### src/rtl/fetchseq_pkg.sv
package fetchseq_pkg;
  typedef enum logic [2:0] {
    K_FETCH = 3'd0,
    K_MRD   = 3'd1,
    K_MWR   = 3'd2,
    K_IORD  = 3'd3,
    K_IOWR  = 3'd4
  } cycKind_e;

  typedef enum logic [1:0] {
    A_PC   = 2'd0,
    A_REQ  = 2'd1,
    A_RFSH = 2'd2
  } addrSel_e;

  typedef struct packed {
    logic     m1;
    logic     mreq;
    logic     rd;
    logic     wr;
    logic     iorq;
    logic     rfsh;
    logic     capture;
    logic     forceNop;
    logic     pcInc;
    logic     rInc;
    logic     dataOe;
    logic     done;
    addrSel_e addrSel;
  } strobes_t;
endpackage

### src/rtl/fetchseq_ctrl.sv
module fetchseq_ctrl
  import fetchseq_pkg::*;
#(
  parameter int FETCH_T = 4,
  parameter int MEM_T   = 3,
  parameter int IO_T    = 3,
  parameter int IO_TAIL = 3
) (
  input  logic       clk,
  input  logic       rstN,
  input  logic       start,
  input  logic [2:0] kind,
  input  logic       halt,
  output logic       busy,
  output strobes_t   st
);
  localparam int MAX_T = FETCH_T + MEM_T + IO_T + IO_TAIL;
  localparam int T_W   = $clog2(MAX_T + 1);
  localparam logic [T_W-1:0] T1 = T_W'(0);
  localparam logic [T_W-1:0] T2 = T_W'(1);
  localparam logic [T_W-1:0] T3 = T_W'(2);
  localparam logic [T_W-1:0] T4 = T_W'(3);

  cycKind_e       kindQ;
  logic           haltQ;
  logic [T_W-1:0] tIdx;
  logic           ph;
  logic [T_W-1:0] lastT;
  logic           lastTick;
  logic           isT1, isT2, isT3, isT4;

  always_comb begin
    case (kindQ)
      K_FETCH:        lastT = T_W'(FETCH_T - 1);
      K_IORD, K_IOWR: lastT = T_W'(IO_T + IO_TAIL - 1);
      default:        lastT = T_W'(MEM_T - 1);
    endcase
  end

  assign lastTick = busy && ph && (tIdx == lastT);

  always_ff @(posedge clk) begin
    if (!rstN) begin
      busy  <= 1'b0;
      kindQ <= K_FETCH;
      haltQ <= 1'b0;
      tIdx  <= T1;
      ph    <= 1'b0;
    end else if (!busy) begin
      if (start) begin
        busy  <= 1'b1;
        kindQ <= cycKind_e'(kind);
        haltQ <= halt;
        tIdx  <= T1;
        ph    <= 1'b0;
      end
    end else if (lastTick) begin
      busy <= 1'b0;
    end else begin
      ph <= ~ph;
      if (ph) tIdx <= tIdx + T_W'(1);
    end
  end

  assign isT1 = (tIdx == T1);
  assign isT2 = (tIdx == T2);
  assign isT3 = (tIdx == T3);
  assign isT4 = (tIdx == T4);

  always_comb begin
    st         = '0;
    st.addrSel = A_PC;
    if (busy) begin
      st.done = lastTick;
      case (kindQ)
        K_FETCH: begin
          st.m1       = isT1 | isT2;
          st.rd       = (isT1 & ph) | isT2;
          st.rfsh     = isT3 | isT4;
          st.mreq     = st.rd | (isT3 & ph) | (isT4 & ~ph);
          st.addrSel  = st.rfsh ? A_RFSH : A_PC;
          st.capture  = isT2 & ph;
          st.forceNop = haltQ;
          st.pcInc    = isT2 & ph & ~haltQ;
          st.rInc     = lastTick;
        end
        K_MRD, K_MWR: begin
          st.addrSel = A_REQ;
          st.mreq    = (isT1 & ph) | isT2 | (isT3 & ~ph);
          if (kindQ == K_MRD) begin
            st.rd      = st.mreq;
            st.capture = isT3 & ~ph;
          end else begin
            st.wr     = (isT2 & ph) | (isT3 & ~ph);
            st.dataOe = 1'b1;
          end
        end
        K_IORD, K_IOWR: begin
          st.addrSel = A_REQ;
          st.iorq    = isT2 | (isT3 & ~ph);
          if (kindQ == K_IORD) begin
            st.rd      = st.iorq;
            st.capture = isT3 & ~ph;
          end else begin
            st.wr     = st.iorq;
            st.dataOe = 1'b1;
          end
        end
        default: st.addrSel = A_REQ;
      endcase
    end
  end
endmodule

### src/rtl/fetchseq_dp.sv
module fetchseq_dp
  import fetchseq_pkg::*;
#(
  parameter int ADDR_W  = 16,
  parameter int DATA_W  = 8,
  parameter int R_CNT_W = 7
) (
  input  logic              clk,
  input  logic              rstN,
  input  strobes_t          st,
  input  logic [ADDR_W-1:0] pc,
  input  logic [ADDR_W-1:0] reqAddr,
  input  logic [DATA_W-1:0] rdData,
  input  logic              iWrEn,
  input  logic [DATA_W-1:0] iWrData,
  input  logic              rWrEn,
  input  logic [DATA_W-1:0] rWrData,
  output logic [ADDR_W-1:0] addrBus,
  output logic [DATA_W-1:0] opcode,
  output logic [DATA_W-1:0] readData,
  output logic [DATA_W-1:0] regI,
  output logic [DATA_W-1:0] regR
);
  localparam int REF_W = 2 * DATA_W;

  logic [REF_W-1:0] refAddr;
  assign refAddr = {regI, regR};

  always_comb begin
    case (st.addrSel)
      A_REQ:   addrBus = reqAddr;
      A_RFSH:  addrBus = ADDR_W'(refAddr);
      default: addrBus = pc;
    endcase
  end

  always_ff @(posedge clk) begin
    if (!rstN) begin
      regI <= '0;
      regR <= '0;
    end else begin
      if (iWrEn) regI <= iWrData;
      if (rWrEn) regR <= rWrData;
      else if (st.rInc)
        regR <= {regR[DATA_W-1:R_CNT_W], regR[R_CNT_W-1:0] + R_CNT_W'(1)};
    end
  end

  always_ff @(posedge clk) begin
    if (!rstN) begin
      opcode   <= '0;
      readData <= '0;
    end else if (st.capture) begin
      if (st.m1) opcode <= st.forceNop ? '0 : rdData;
      else       readData <= rdData;
    end
  end
endmodule

### src/rtl/fetchseq_top.sv
module fetchseq_top
  import fetchseq_pkg::*;
#(
  parameter int ADDR_W  = 16,
  parameter int DATA_W  = 8,
  parameter int R_CNT_W = 7,
  parameter int FETCH_T = 4,
  parameter int MEM_T   = 3,
  parameter int IO_T    = 3,
  parameter int IO_TAIL = 3
) (
  input  logic              clk,
  input  logic              rstN,
  input  logic              start,
  input  logic [2:0]        kind,
  input  logic              halt,
  input  logic [ADDR_W-1:0] pc,
  input  logic [ADDR_W-1:0] reqAddr,
  input  logic [DATA_W-1:0] wrData,
  input  logic [DATA_W-1:0] rdData,
  input  logic              iWrEn,
  input  logic [DATA_W-1:0] iWrData,
  input  logic              rWrEn,
  input  logic [DATA_W-1:0] rWrData,
  output logic [ADDR_W-1:0] addrBus,
  output logic [DATA_W-1:0] dataOut,
  output logic              dataOe,
  output logic              m1N,
  output logic              mreqN,
  output logic              rdN,
  output logic              wrN,
  output logic              iorqN,
  output logic              rfshN,
  output logic [DATA_W-1:0] opcode,
  output logic [DATA_W-1:0] readData,
  output logic              pcInc,
  output logic              busy,
  output logic              done,
  output logic [DATA_W-1:0] regIOut,
  output logic [DATA_W-1:0] regROut
);
  strobes_t st;

  fetchseq_ctrl #(
    .FETCH_T(FETCH_T), .MEM_T(MEM_T), .IO_T(IO_T), .IO_TAIL(IO_TAIL)
  ) u_ctrl (
    .clk(clk), .rstN(rstN), .start(start), .kind(kind), .halt(halt),
    .busy(busy), .st(st)
  );

  fetchseq_dp #(
    .ADDR_W(ADDR_W), .DATA_W(DATA_W), .R_CNT_W(R_CNT_W)
  ) u_dp (
    .clk(clk), .rstN(rstN), .st(st), .pc(pc), .reqAddr(reqAddr),
    .rdData(rdData), .iWrEn(iWrEn), .iWrData(iWrData), .rWrEn(rWrEn),
    .rWrData(rWrData), .addrBus(addrBus), .opcode(opcode),
    .readData(readData), .regI(regIOut), .regR(regROut)
  );

  assign m1N     = ~st.m1;
  assign mreqN   = ~st.mreq;
  assign rdN     = ~st.rd;
  assign wrN     = ~st.wr;
  assign iorqN   = ~st.iorq;
  assign rfshN   = ~st.rfsh;
  assign pcInc   = st.pcInc;
  assign done    = st.done;
  assign dataOe  = st.dataOe;
  assign dataOut = wrData;
endmodule

### config.mk
export PLATFORM = sky130hd
export DESIGN_NAME = fetchseq_top
export DESIGN_NICKNAME = d
export VERILOG_FILES = /design/src/rtl/fetchseq_pkg.sv /design/src/rtl/fetchseq_ctrl.sv /design/src/rtl/fetchseq_dp.sv /design/src/rtl/fetchseq_top.sv
export SDC_FILE = /design/constraint.sdc
export NUM_CORES = 1
export LEC_CHECK = 0
export ABC_AREA = 1
export CAP_MARGIN = 10
export CORE_ASPECT_RATIO = 0.7
export CORE_UTILIZATION = 30
export DETAILED_ROUTE_END_ITERATION = 10
export PLACE_DENSITY = 0.62
export SLEW_MARGIN = 10
export SYNTH_ARGS = -nofsm -noshare
export SYNTH_HDL_FRONTEND = slang
export SYNTH_SLANG_ARGS = --single-unit
export TNS_END_PERCENT = 5
### constraint.sdc
create_clock -name clk -period 4.24 [get_ports clk]
set_clock_uncertainty 0.2 [all_clocks]
set_input_delay 1.272 -clock clk [delete_from_list [all_inputs] [get_ports clk]]
set_output_delay 1.272 -clock clk [all_outputs]
set_load 0.005 [all_outputs]
==> impl_metrics.csv <==
group,metric,value,unit
run_status,run_status,"complete, no violations",
worst_setup_path,critPathMaxStageDelay,0.50,ns
final_layout,final_common_cell,"clkdlybuf4s50_1",
yosys,synth-edff-count,0,
sta,timing_hold_violations_final,0,
final_layout,postLayoutCellArea,3980,um2
global_route,grt_pass1_wl,12600,um
drt,detail_route.wirelength,7950,um
clocking,worstSkewPairLatency,0.28,ns
yosys,synth_seq_cells,42,
floorplanning,initial_utilization,31.9,%
run,number_of_max_cap_violations,0,
final_layout,filler_cell_count,837,
power,total_leakage_power,1.64,nW
drt,remaining_drc_errors,0,
sta,grt_setup_unrepaired,"false",
final_layout,post_layout_nonfiller_instances,586,
sta,max_clock_freq,244,MHz
worst_setup_path,worst_setup_path_start_kind,"flip-flop",
yosys,synth-warning-count,0,
worst_setup_path,timing.critical_path.cells,"inv_1 -> ha_1 -> o21ai_0 -> nor2_4 -> nor2_4 -> buf_12 -> nand2_1 -> nand2_1 -> clkdlybuf4s50_1",
clocking,post_cts_repair_resize_count,0,
worst_setup_path,setup.worst_path.end_class,"primary output",
place,gp_congestion,0.851,
yosys,synth_cells,372,
clocking,cts_max_path_buffers,2,
clocking,numClockSinks,42,
final_layout,footprint_of_the_flip_flops_and_latches,841,um2
clocking,ctsHoldBuffers,0,
floorplanning,floorplan.die.width,113,um
floorplanning,rows,27,
sta,setup_tns,0,ns
final_layout,antenna_cells,0,
worst_setup_path,worst_ep_required_time,2.77,ns
floorplanning,design.core.area,8110,um2
yosys,yosys.cell_types.count,39,
drt,drt_first_iter_violations,114,
drt,num_vias,2813,
final_layout,layout.nets,562,
yosys,avgSynthCellArea,6.95,um2
drt,drt-pass1-iter-count,4,
sta,final_max_slew_viol_count,0,
global_route,antenna_found_initial,0,
yosys,synth_area,2580,um2
clocking,h_tree_levels,2,
power,irDropWorstVdd,167,uV
worst_setup_path,timing.critical_path.fanout_max,18,
power,pwr_density_cell,283,nW/um2
floorplanning,chipHeight,79.7,um
min_path,hold_path_class,"reg2reg",
floorplanning,floorplan.die_area,9000,um2
worst_setup_path,critPathArrivalTime,2.62,ns
worst_setup_path,crit_slowest_cell,"clkdlybuf4s50_1",
place,dpl-instance-area,3800,um2
final_layout,area_occupied_by_multi_input_gates,1480,um2
yosys,share_of_flip_flops_with_an_asynchronous_set_or_reset,0,%
clocking,cts-buffers-inserted,5,
global_route,grt_start_max_net_pins,23,
yosys,synth.net_count,450,
clocking,clkSlewWorstSetupHoldPaths,0.07,ns
sta,worst_slew_margin_rel,51.7,%
place,detailed_place_hpwl,6190,um
final_layout,areaGrowthSynthToFinish,54.0,%
drt,drt-wirelength-per-cell,13.6,um
global_route,grt_overflow,0,
sta,finalSetupViolCount,0,
global_route,grt.total_usage,17.5,%
sta,hold_ws,0.268,ns
yosys,synth_seq_area_share,32.5,%
clocking,cts_tree,"built",
worst_setup_path,critPathKind,"reg2out",
clocking,cts.repair_timing.setup_buffer_count,2,
sta,timing.final.crit_share,96.6,%
sta,tightestPinTransition,0.723,ns
global_route,grt_pass1_vias,2580,
worst_setup_path,cp_num_buf_inv,3,
final_layout,mostFrequentLayoutCells,"122 x clkdlybuf4s50_1, 89 x nand2_1, 53 x nor2_1",
drt,routed_via_density,4.80,
floorplanning,ios,139,
yosys,postSynth.topFlopCell,"dfxtp_1",
sta,final_period_minus_worst_setup_slack,4.10,ns
final_layout,final_layout_size_suffix_gt1_share,7.22,%
place,placedCellCount,576,
place,io_buffers,122,
drt,final_antenna_net_count,0,
clocking,clk_root_buffer_cell,"clkbuf_16",
worst_setup_path,timing.critical_path.max_delay_family,"buffers and inverters",
[tightest hold or removal path, cell delays in order (launching register included)]
cell and delay, ns:
dfxtp_1 0.31, nand2_1 0.06, a21oi_1 0.05
[area by class of cell]
type                            count  share of cell area [%]
Sequential cell                    42                    21.1
Clock buffer                        5                    3.14
Clock inverter                      3                   0.629
Inverter                           32                    3.02
Multi-Input combinational cell    277                    37.2
Timing Repair Buffer              126                    31.7
Tap cell                          101                    3.17
[power by group]
part	total, mW	switching [mW]	internal, mW
clock network	0.382	0.161	0.221
registers	0.437	0.0231	0.414
logic	0.307	0.145	0.162
total	1.13	0.329	0.797
[state kept, by name, summed over array words and instances, names as in the netlist]
signal	count
u_dp.regI	8
u_ctrl.ph	1
u_dp.opcode	8
u_ctrl.tIdx	4
u_ctrl.kindQ	3
u_ctrl.haltQ	1
u_dp.readData	8
u_ctrl.busy	1
u_dp.regR	8
[stage by stage]
step           worst slack [ns]  total power, mW  utilization (%)
2_1_floorplan              1.26            0.594                -
3_3_place_gp              0.319            0.744             46.9
3_5_place_dp              0.284            0.746             46.9
4_1_cts                   0.144             1.14             49.1
5_1_grt                  0.0169             1.19             49.1
6_report                  0.145             1.13             49.1
[metal layers]
| metal | wire, um | part of all wire, % | track usage [%] | up-vias |
|---|---|---|---|---|
| met3 | 451 | 5.7 | 4.33 | 4 |
| met4 | 51 | 0.64 | 2.76 | 0 |
| met2 | 3350 | 42 | 26.4 | 83 |
| li1 | - | - | - | 1465 |
| met5 | 0 | 0 | 0 | - |
| met1 | 4090 | 52 | 25.3 | 1261 |
[path summary, 6_finish.rpt]
kind,startpoint,to,slack (ns),depth (start not counted)
worst max-delay path,u_ctrl.tIdx[0]$_SDFFE_PN0P_,addrBus[3],0.14,9
worst max register to register,u_ctrl.tIdx[0]$_SDFFE_PN0P_,u_dp.readData[6]$_SDFFE_PN0P_,2.06,11
worst min-delay path,u_dp.readData[3]$_SDFFE_PN0P_,u_dp.readData[3]$_SDFFE_PN0P_,0.27,2
worst min register to register,u_dp.readData[3]$_SDFFE_PN0P_,u_dp.readData[3]$_SDFFE_PN0P_,0.27,2
[Yosys cell counts, types with 2 or more instances]
| cell type | n | area [um2] |
|---|---|---|
| nand2_1 | 89 | 334 |
| nor2_1 | 53 | 199 |
| dfxtp_1 | 42 | 841 |
| o21ai_0 | 31 | 155 |
| inv_1 | 29 | 109 |
| a21oi_1 | 20 | 100 |
| a22oi_1 | 16 | 120 |
| nand3_1 | 16 | 80.1 |
| nand4_1 | 12 | 75.1 |
| buf_4 | 10 | 75.1 |
| a211oi_1 | 6 | 45.0 |
| clkbuf_1 | 6 | 22.5 |
| ha_1 | 5 | 62.6 |
| nor2_4 | 5 | 56.3 |
| inv_2 | 3 | 11.3 |
| a211oi_2 | 2 | 25.0 |
| buf_6 | 2 | 22.5 |
| nand2_4 | 2 | 22.5 |
| nand3_2 | 2 | 20.0 |
| nor3_1 | 2 | 10.0 |
[logic make-up after synthesis]
logic type | after synthesis | synth area share, %
AND/OR/NAND/NOR | 188 | 34.1
AO/OA/AOI/OAI | 83 | 20.4
buffers and inverters | 53 | 10.2
flip-flops | 42 | 32.5
adder cells (fa/ha/maj) | 5 | 2.42
XOR/XNOR | 1 | 0.339
Power figures use the tool's default switching activity.
